===== src/rtl/sbr_pkg.sv =====
package sbr_pkg;

  // Strobes issued by the control side to the datapath each cycle.
  typedef struct packed {
    logic clear;    // synchronous clear of registered state
    logic capture;  // load a new result this cycle
    logic pickMin;  // substitute the most negative value
  } sbrStrobes_t;

endpackage


===== src/rtl/sbr_fill_mask.sv =====
// Marks every payload position that has no set bit at or above it.
// The chain runs from the top bit down, one AND per position.
module sbr_fill_mask #(
  parameter int WIDTH = 8
) (
  input  logic [WIDTH-1:0] payload,
  output logic [WIDTH-1:0] fillMask,
  output logic             anySet
);

  logic [WIDTH:0] noneFromHere;

  assign noneFromHere[WIDTH] = 1'b1;

  for (genvar i = WIDTH - 1; i >= 0; i--) begin : g_chain
    assign noneFromHere[i] = noneFromHere[i+1] & ~payload[i];
    assign fillMask[i]     = noneFromHere[i];
  end

  assign anySet = ~noneFromHere[0];

endmodule


===== src/rtl/sbr_datapath.sv =====
// Rebuilds the sign extension and holds the registered result.
module sbr_datapath
  import sbr_pkg::*;
#(
  parameter int DATA_W = 8
) (
  input  logic              clk,
  input  sbrStrobes_t       strobes,
  input  logic [DATA_W:0]   inCode,
  output logic              illegalCode,
  output logic [DATA_W-1:0] outData
);

  localparam logic [DATA_W-1:0] MostNeg = {1'b1, {(DATA_W-1){1'b0}}};

  logic              signFlag;
  logic [DATA_W-1:0] payload;
  logic [DATA_W-1:0] fillMask;
  logic              anySet;
  logic [DATA_W-1:0] rebuilt;
  logic [DATA_W-1:0] nextData;

  assign signFlag = inCode[DATA_W];
  assign payload  = inCode[DATA_W-1:0];

  sbr_fill_mask #(.WIDTH(DATA_W)) u_mask (
    .payload (payload),
    .fillMask(fillMask),
    .anySet  (anySet)
  );

  assign illegalCode = signFlag & ~anySet;

  always_comb begin
    if (signFlag) rebuilt = payload | fillMask;
    else          rebuilt = payload;
    nextData = strobes.pickMin ? MostNeg : rebuilt;
  end

  always_ff @(posedge clk) begin
    if (strobes.clear)        outData <= '0;
    else if (strobes.capture) outData <= nextData;
  end

endmodule


===== src/rtl/sbr_ctrl.sv =====
// Valid pipeline, sticky error flag and strobe generation.
module sbr_ctrl
  import sbr_pkg::*;
(
  input  logic        clk,
  input  logic        rst,
  input  logic        inValid,
  input  logic        illegalCode,
  output sbrStrobes_t strobes,
  output logic        outValid,
  output logic        errSticky
);

  always_comb begin
    strobes.clear   = rst;
    strobes.capture = inValid & ~rst;
    strobes.pickMin = inValid & illegalCode;
  end

  always_ff @(posedge clk) begin
    if (strobes.clear) begin
      outValid  <= 1'b0;
      errSticky <= 1'b0;
    end else begin
      outValid <= inValid;
      if (strobes.capture && strobes.pickMin) errSticky <= 1'b1;
    end
  end

endmodule


===== src/rtl/sbr_decoder.sv =====
// Thin top: control and datapath joined by a strobe struct.
module sbr_decoder
  import sbr_pkg::*;
#(
  parameter int DATA_W = 8
) (
  input  logic              clk,
  input  logic              rst,
  input  logic              inValid,
  input  logic [DATA_W:0]   inCode,
  output logic              outValid,
  output logic [DATA_W-1:0] outData,
  output logic              errSticky
);

  sbrStrobes_t strobes;
  logic        illegalCode;

  sbr_ctrl u_ctrl (
    .clk        (clk),
    .rst        (rst),
    .inValid    (inValid),
    .illegalCode(illegalCode),
    .strobes    (strobes),
    .outValid   (outValid),
    .errSticky  (errSticky)
  );

  sbr_datapath #(.DATA_W(DATA_W)) u_dp (
    .clk        (clk),
    .strobes    (strobes),
    .inCode     (inCode),
    .illegalCode(illegalCode),
    .outData    (outData)
  );

endmodule


===== config.mk =====
export PLATFORM = sky130hd
export DESIGN_NAME = sbr_decoder
export DESIGN_NICKNAME = d
export VERILOG_FILES = /design/src/rtl/sbr_pkg.sv /design/src/rtl/sbr_fill_mask.sv /design/src/rtl/sbr_datapath.sv /design/src/rtl/sbr_ctrl.sv /design/src/rtl/sbr_decoder.sv
export SDC_FILE = /design/constraint.sdc
export NUM_CORES = 1
export LEC_CHECK = 0
export ABC_AREA = 1
export CAP_MARGIN = 5
export CORE_UTILIZATION = 34
export CTS_BUF_LIST = sky130_fd_sc_hd__clkbuf_16
export CTS_CLUSTER_DIAMETER = 40
export DETAILED_ROUTE_END_ITERATION = 10
export PLACE_DENSITY = 0.71
export SYNTH_ARGS = -nofsm -noshare
export SYNTH_HDL_FRONTEND = slang
export SYNTH_SLANG_ARGS = --single-unit

===== constraint.sdc =====
create_clock -name clk -period 1.07 [get_ports clk]
set_input_delay 0.321 -clock clk [delete_from_list [all_inputs] [get_ports clk]]
set_output_delay 0.321 -clock clk [all_outputs]
set_load 0.02 [all_outputs]

* Word level (Yosys, flattened, before mapping) *
Cells that the tools add are included.

operators by class
  muxes and demuxes = 2
  bitwise operators = 20
  reduce and logical (&&, ||, !) cells = 1

operator list
  operator             number
  $mux W8              2
  $and A1 B1 Y1        10
  $not A1 Y1           9
  $or A8 B8 Y8         1
  $logic_and A1 B1 Y1  1

word-level totals
  bits in registers = 10
  input bits = 12

* Logic depth before layout (Yosys ltp) *
Gate-level depths: netlist of run 1.

  word-level depth = 11
  gate-level depth with buffers = 8
  depth with buffers taken out = 8

* Modules after synthesis *
A second synthesis of run 1 with hierarchy kept.

second synthesis, totals
  cell total of the unflattened synthesis = 87
  area total of the unflattened synthesis = 609.3 um2

modules (own cells, without submodules)
  module         instances  cells each  area each (um2)  sequential area each (um2)
  sbr_datapath   1          59          416.6            160.2
  sbr_fill_mask  1          18          113.9            0.0
  sbr_ctrl       1          10          78.8             40.0

* Worst setup path before layout of run 1 *
Ideal clock, no wire load.

  path kind = input-to-reg
  from = input port inCode[6]
  to = register u_dp.outData[0]
  setup time = 0.114 ns
  arrival time = 0.917 ns
  data required time = 0.956 ns
  setup slack = 0.039 ns
  stages on the path = 8
  path buffers = 0
  cells stage by stage = inv_1 > nand3_2 > nor2_2 > nand4_2 > nand2_1 > inv_2 > nand2_1 > a21oi_2

on the way
  cells in the longest elaborated chain, start to end = 11

RTL lines
  item                                           RTL line                                text
  start, declared                                sbr_decoder.sv:10                       input logic [DATA_W:0] inCode,
  $not A1 Y1 (*)                                 sbr_fill_mask.sv:16                     assign noneFromHere[i] = noneFromHere[i+1] & ~payload[i];
  $and A1 B1 Y1 (*) (7 in a row)                 sbr_fill_mask.sv:16
  $or A8 B8 Y8 or $and A1 B1 Y1 (tied branches)  sbr_datapath.sv:35, sbr_datapath.sv:32
  $mux W8 or $and A1 B1 Y1 (tied branches)       sbr_datapath.sv:35, sbr_ctrl.sv:17
  $mux W8 (*)                                    sbr_datapath.sv:37                      nextData = strobes.pickMin ? MostNeg : rebuilt;
  end signal, assigned                           sbr_datapath.sv:42                      else if (strobes.capture) outData <= nextData;
  end, declared                                  sbr_datapath.sv:11                      output logic [DATA_W-1:0] outData

Every way passes the cells marked *; elsewhere a longest branch is shown, timed or not.
A chain may end at the register's enable or synchronous reset.

* Worst setup path in the final report of run 1 *
  from = input port inCode[7]
  to = register u_dp.outData[6]

on the way
  cells in the longest elaborated chain, start to end = 11

RTL lines
  item                        RTL line             text
  $not A1 Y1 (*)              sbr_fill_mask.sv:16
  $and A1 B1 Y1 (*)           sbr_fill_mask.sv:16
  $and A1 B1 Y1 (6 in a row)  sbr_fill_mask.sv:16
  $and A1 B1 Y1               sbr_datapath.sv:32   assign illegalCode = signFlag & ~anySet;
  $and A1 B1 Y1               sbr_ctrl.sv:17       strobes.pickMin = inValid & illegalCode;
  $mux W8 (*)                 sbr_datapath.sv:37

Marked as above.

==> out/summary.txt, run 1 <==
RR Endpoint: u_dp.outData[4]$_SDFFE_PP0P_
Placed Area: 758 um^2
Residual DRC: 0
Synth Area per Inst: 7.45 um^2
Setup crit start: inCode[7]
Synth Area in Simple Gates: 32.3%
Multi-input gate area: 264 um^2
Worst slew pin tran: 0.204 ns
GRT Util Overall: 21.4%
Post-synthesis xor/xnor area fraction: 0%
FF/Latch Area: 200 um^2
Pre-CTS worst setup slack: -0.507 ns
Complex-gate fraction of the synthesized area: 15.5%
Worst hold path class: in2reg
Critical path peak fanout: 6
Reg2reg start: u_dp.outData[4]$_SDFFE_PP0P_
Placed cell count: 107
Number of I/O port buffers: 21
Worst setup path class: in2reg
Vias per Instance: 4.86
Leak: 0.417 nW
Final hold vios: 0
Cell Rows: 13
Clk root buf: clkbuf_16
Routability cong.: 0.802
Post-route cell area: 857 um^2
Antenna cells: 0
Initial Util: 36.5%
Max-Cap Viols: 0
Chip height: 39.2 um
First-pass GRT wire length: 2060 um
Die area: 1530 um^2
Routed wire length: 1540 um
Final setup viols: 0
Vias in the first global route: 509
CP Capture Type: flip-flop
Post-Synth Adder-Cell Area: 0%
Num CTS Buffers: 3
Share of layout cells above drive strength 1: 52.4%
Clock Latency Late Sink: 0.23 ns
WL/cell: 13.1 um
Reg clk slew, reported paths: 0.04 ns
GRT Residual Overflow: 0
Slew headroom: 86.3%
Final Max Tran Viols: 0
Drt pass-1 iters: 4
Cell Pwr Density: 1450 nW/um^2
Final setup margin: 0.0220 ns
Post-detail-place hpwl: 839 um
Sequential element share of the synthesized area: 42.7%
Initial antenna violation count: 0
Total number of vias: 574
Crit path time final: 1.05 ns
CTS tree: done
Cells after Synth: 63
IO Count: 22
Fillers: 103
Mux cell area share after synthesis: 0%
Net Count, Synth: 75
Largest family of logic cells by synthesized area: simple AND/OR/NAND/NOR gates
Outcome: finished, final reports clean
Clk sinks: 10
Worst hold slack: 0.419 ns
H-Tree Depth: 1
WP data required: 1.19 ns
Fmax achieved: 954 MHz
# nets final: 117
Finished Layout Cells: 118
Cell variety after synth: 18
Worst Clk Skew: 0 ns
Final TNS setup: 0 ns
Pin count of the biggest net entering global routing: 10
Synth warnings: 0
Worst Reg-to-Reg Cells: 3
End of the critical path: u_dp.outData[6]$_SDFFE_PP0P_
Fin crit share: 97.9%
Max Root-Sink Buffers: 2
WP data arrival: 1.17 ns
Layout area overhead: 82.7%
VDD IR max: 0.886 mV
DIE WIDTH: 39.2 um
Synthesized area: 469 um^2
CORE AREA: 1280 um^2
Violation count after the first detailed-routing iteration: 12
Antenna viol nets, final: 0
Register bit total from synthesis: 10
Flop2flop setup slack: 0.40 ns
Crit path launch type: primary input
[synth_stat cells, drive strengths merged]
cell    count  area, um^2
nand3       2        15.0
nor3        1        16.3
nand2      20        75.1
a311oi      1        8.76
buf         1        7.51
inv        10        37.5
o211ai      1        7.51
o21ai       1        5.00
nand4       2        18.8
dfxtp      10         200
nor2        5        26.3
o21bai      1        7.51
a21oi       8        43.8
[routing by layer]
metal	global-route usage [%]	vias to the layer above	part of all wire [%]
li1	-	283	-
met1	24.4	263	39
met2	32.1	19	53
met3	3.47	9	2.9
met4	22.4	0	5.1
met5	0	-	0
[kinds of logic after synthesis]
logic type | Yosys count
AO/OA/AOI/OAI | 12
buffers and inverters | 11
AND/OR/NAND/NOR | 30
flip-flops | 10
[how the worst min path moves through the flow]
stage	start	end	slack [ns]	depth (start not counted)
2_1_floorplan	inValid	u_dp.outData[7]$_SDFFE_PP0P_	0.44	1
3_3_place_gp	u_ctrl.errSticky$_SDFFE_PP0P_	u_ctrl.errSticky$_SDFFE_PP0P_	0.45	2
3_5_place_dp	u_ctrl.errSticky$_SDFFE_PP0P_	u_ctrl.errSticky$_SDFFE_PP0P_	0.44	2
4_1_cts	rst	u_ctrl.outValid$_SDFF_PP0_	0.42	2
5_1_grt	rst	u_ctrl.outValid$_SDFF_PP0_	0.43	2
6_report	inValid	u_dp.outData[7]$_SDFFE_PP0P_	0.42	3
[repair_timing]
action	in CTS	in global routing
setup buffers	7	1
pin swaps	11	6
hold buffers	0	0
resized for setup	65	19
setup endpoints to repair	18	11
cloned	0	0
[sequential cells by signal, indices dropped and copies added (netlist names)]
signal / flops
u_dp.outData: 8
u_ctrl.outValid: 1
u_ctrl.errSticky: 1
[final cells by class]
| cell class | count | share of cell area [%] |
|---|---|---|
| inverter | 10 | 4.38 |
| clock buffer | 3 | 8.76 |
| tap | 15 | 2.19 |
| multi-input combinational | 42 | 30.8 |
| sequential | 10 | 23.4 |
| timing repair buffer | 38 | 30.5 |
[per-stage QoR]
stage	total power (W)	utilization, %
global route	0.00129	66.7
global placement	0.000589	59.0
CTS	0.00123	64.1
floorplan	0.000480	-
detailed placement	0.000590	59.0
finish	0.00124	66.7
[cells in the final DEF, fill, tap and decap left out, drive strengths merged]
master         instances
a21oi                  8
a311oi                 1
buf                   30
clkbuf                 6
clkdlybuf4s15          2
dfxtp                 10
dlygate4sd2            3
inv                   10
nand2                 20
nand3                  2
nand4                  2
nor2                   5
nor3                   1
o211ai                 1
o21ai                  1
o21bai                 1
[worst max-delay path, stage by stage]
cell and delay (ns):
buf_2 0.11, inv_2 0.08, nand3_4 0.09, nor2_4 0.12, nand4_4 0.13, nand2_2 0.09, inv_2 0.07, nand2_1 0.07
a21oi_1 0.07
[report_power, final]
part	internal, W	leakage (nW)	switching [W]
logic	0.0000887	0.299	0.000109
clock network	0.000484	0.0370	0.000164
registers	0.000390	0.0819	0.00000654
Power figures use the tool's default switching activity.
==> inputs of run 2 (changes only) <==
--- a/config.mk
+++ b/config.mk
@@ -8,8 +8,8 @@
 export ABC_AREA = 1
 export CAP_MARGIN = 5
 export CORE_UTILIZATION = 34
-export CTS_BUF_LIST = sky130_fd_sc_hd__clkbuf_16
 export CTS_CLUSTER_DIAMETER = 40
+export CTS_CLUSTER_SIZE = 28
 export DETAILED_ROUTE_END_ITERATION = 10
 export PLACE_DENSITY = 0.71
 export SYNTH_ARGS = -nofsm -noshare
==> run 2 against run 1 <==
The flow now finishes with violations (negative setup slack). Clock power shrank 59%. Sequential share of layout area is 0.21 points higher. Cell area up 4.7%. Core utilization rose by 3.1 points. Worst hold slack worse by 0.047 ns. Wire length fell by 5.8%.
==> out/summary.txt, run 2 (synthesis results as in run 1) <==
Fmax achieved: 929 MHz (was 954 MHz)
Overall Power: 0.000885 W (was 0.00124 W)
Vias per Instance: 4.75 (was 4.86)
Clock Latency Late Sink: 0.27 ns (was 0.23 ns)
H-Tree Depth: 1 (unchanged)
IO Count: 22 (unchanged)
DIE WIDTH: 39.2 um (unchanged)
Sequential Power Share: 45.2% (was 32.0%)
VDD IR max: 0.482 mV (was 0.886 mV)
Clk sinks: 10 (unchanged)
Die area: 1530 um^2 (unchanged)
Family with the most delay on the worst path: buffers and inverters (was simple AND/OR/NAND/NOR gates)
CTS tree: done (unchanged)
Final Max Tran Viols: 0 (unchanged)
WP data required: 1.27 ns (was 1.19 ns)
CP Capture Type: flip-flop (unchanged)
Largest regs: u_dp.outData: 8 flops, u_ctrl.errSticky: 1 flops, u_ctrl.outValid: 1 flops (unchanged)
Residual DRC: 0 (unchanged)
Num CTS Buffers: 3 (unchanged)
Cells along the critical path: dlygate4sd2_1, nor2_2, buf_4, nand2_1, nand2_1, nand2_2, a21oi_2 (was buf_2, inv_2, nand3_4, nor2_4, nand4_4, nand2_2, inv_2, nand2_1, a21oi_1)
Worst setup path class: in2reg (unchanged)
Initial antenna violation count: 0 (unchanged)
Reg clk slew, reported paths: 0.07 ns (was 0.04 ns)
WP data arrival: 1.28 ns (was 1.17 ns)
FF/Latch Area: 211 um^2 (was 200 um^2)
Cell mode on critical path: nand2_1 (was inv_2)
Most frequent cells in the layout: 19 x buf_4, 16 x nand2_1, 10 x buf_6 (was 20 x buf_4, 17 x nand2_1, 10 x buf_2, 10 x dfxtp_1)
Routed wire length: 1450 um (was 1540 um)
Chip height: 39.2 um (unchanged)
Sw Ratio: 28.8% (was 22.5%)
Final setup margin: -0.00691 ns (was 0.0220 ns)
Flop2flop setup slack: 0.38 ns (was 0.40 ns)
Hold path start: inValid (unchanged)
Reg2reg start: u_dp.outData[4]$_SDFFE_PP0P_ (unchanged)
Failing checks: negative setup slack
Fin crit share: 101% (was 97.9%)
Total number of vias: 570 (was 574)
Part of the power in combinational logic: 24.8% (was 15.9%)
Post-route cell area: 897 um^2 (was 857 um^2)
Outcome: finished, violations left (was finished, final reports clean)
Hold Path Stages: 3 (unchanged)
Worst-path cell with the longest stage delay: dlygate4sd2_1 (was nand4_4)
RR Endpoint: u_dp.outData[4]$_SDFFE_PP0P_ (unchanged)
Critical path peak fanout: 2 (was 6)
Number of I/O port buffers: 21 (unchanged)
Clk root buf: clkbuf_4 (was clkbuf_16)
Layout area overhead: 91.2% (was 82.7%)
Violation count after the first detailed-routing iteration: 17 (was 12)
Crit path time final: 1.08 ns (was 1.05 ns)
Pint: 0.000630 W (was 0.000963 W)
Largest register FFs: 8 (unchanged)
Net switching power: 0.000255 W (was 0.000279 W)
Pin count of the biggest net entering global routing: 10 (unchanged)
WP buf/inv: 2 (was 3)
Vias in the first global route: 461 (was 509)
Final hold vios: 0 (unchanged)
Worst hold path class: in2reg (unchanged)
Cell Pwr Density: 986 nW/um^2 (was 1450 nW/um^2)
Routability cong.: 0.802 (unchanged)
Leak: 0.426 nW (was 0.417 nW)
Slew headroom: 85.0% (was 86.3%)
GRT Residual Overflow: 0 (unchanged)
Max-Cap Viols: 0 (unchanged)
Final setup viols: 5 (was 0)
Post-detail-place hpwl: 839 um (unchanged)
Max Root-Sink Buffers: 2 (unchanged)
First-pass GRT wire length: 1840 um (was 2060 um)
Cts hold-fix bufs: 0 (unchanged)
# nets final: 119 (was 117)
Share of layout cells above drive strength 1: 63.8% (was 52.4%)
CORE AREA: 1280 um^2 (unchanged)
Multi-input gate area: 269 um^2 (was 264 um^2)
Antenna viol nets, final: 0 (unchanged)
Worst Reg-to-Reg Cells: 3 (unchanged)
Worst slew pin tran: 0.225 ns (was 0.204 ns)
Crit path launch type: primary input (unchanged)
WL/cell: 12.1 um (was 13.1 um)
Biggest register: u_dp.outData (unchanged)
Initial Util: 36.5% (unchanged)
Commonest non-fill, non-tap cell in the layout: buf_4 (unchanged)
Final TNS setup: -0.0234 ns (was 0 ns)
GRT Util Overall: 18.4% (was 21.4%)
Antenna cells: 0 (unchanged)
Slowest stage delay, CP: 0.26 ns (was 0.13 ns)
Cell Rows: 13 (unchanged)
Clock share of power: 30.0% (was 52.1%)
Hold path endpoint: u_dp.outData[7]$_SDFFE_PP0P_ (unchanged)
Fillers: 100 (was 103)
Finished Layout Cells: 120 (was 118)
Drt pass-1 iters: 4 (unchanged)
Worst Clk Skew: 0 ns (unchanged)
Placed cell count: 107 (unchanged)
Placed Area: 758 um^2 (unchanged)
run 2: per-layer routing:
layer | wire (um) | track usage [%] | share of wire [%]
met3 | 37 | 3.47 | 2.5
met1 | 634 | 25.0 | 44
met5 | 0 | 0 | 0
met4 | 58 | 10.3 | 4.0
met2 | 723 | 26.7 | 50
run 2: worst max path at each step:
stage	slack (ns)	from	depth (start not counted)	endpoint
floorplan	0.04	inCode[6]	8	u_dp.outData[0]$_SDFFE_PP0P_
global placement	-0.49	inCode[8]	8	u_dp.outData[0]$_SDFFE_PP0P_
detailed placement	-0.51	inCode[8]	8	u_dp.outData[4]$_SDFFE_PP0P_
CTS	0.001	u_dp.outData[7]$_SDFFE_PP0P_	1	outData[7]
global route	-0.04	inCode[2]	7	u_dp.outData[2]$_SDFFE_PP0P_
finish	-0.007	inCode[2]	7	u_dp.outData[1]$_SDFFE_PP0P_
run 2: worst min-delay path, stage by stage:
cell	delay, ns
clkbuf_2	0.10
buf_4	0.10
a311oi_1	0.08
run 2: area by class of cell:
type	count	share of cell area, %
timing repair buffer	40	37.7
tap	15	2.09
multi-input combinational	42	30.0
inverter	10	4.18
clock buffer	3	2.51
sequential	10	23.6
run 2: per-stage QoR:
| stage | setup WS [ns] | hold WS (ns) | util [%] |
|---|---|---|---|
| detailed placement | -0.507 | 0.443 | 59.0 |
| CTS | 0.00104 | 0.410 | 61.1 |
| global route | -0.0404 | 0.386 | 69.8 |
| floorplan | 0.0390 | 0.439 | - |
| finish | -0.00691 | 0.372 | 69.8 |
| global placement | -0.488 | 0.451 | 59.0 |
run 2: power groups by stage:
stage / sequential, W / clock (W) / combinational (W)
2_1_floorplan: 0.000423 / 0 / 0.0000568
3_3_place_gp: 0.000403 / 0 / 0.000186
3_5_place_dp: 0.000403 / 0 / 0.000187
4_1_cts: 0.000395 / 0.000260 / 0.000182
5_1_grt: 0.000402 / 0.000284 / 0.000234
6_report: 0.000400 / 0.000265 / 0.000219
run 2: what timing repair did:
action | CTS | global route
endpoints found under the hold margin | 0 | 0
setup buffers | 6 | 4
gates resized for setup | 68 | 40
endpoints found under the setup margin | 18 | 17
pin swaps | 10 | 10
==> inputs of run 3 (changes only) <==
--- a/config.mk
+++ b/config.mk
@@ -11,6 +11,7 @@
 export CTS_CLUSTER_DIAMETER = 40
 export CTS_CLUSTER_SIZE = 28
 export DETAILED_ROUTE_END_ITERATION = 10
+export GPL_ROUTABILITY_DRIVEN = 0
 export PLACE_DENSITY = 0.71
 export SYNTH_ARGS = -nofsm -noshare
 export SYNTH_HDL_FRONTEND = slang
==> results of run 3 <==
The final DEF is identical to that of run 2; final timing and power are the same.
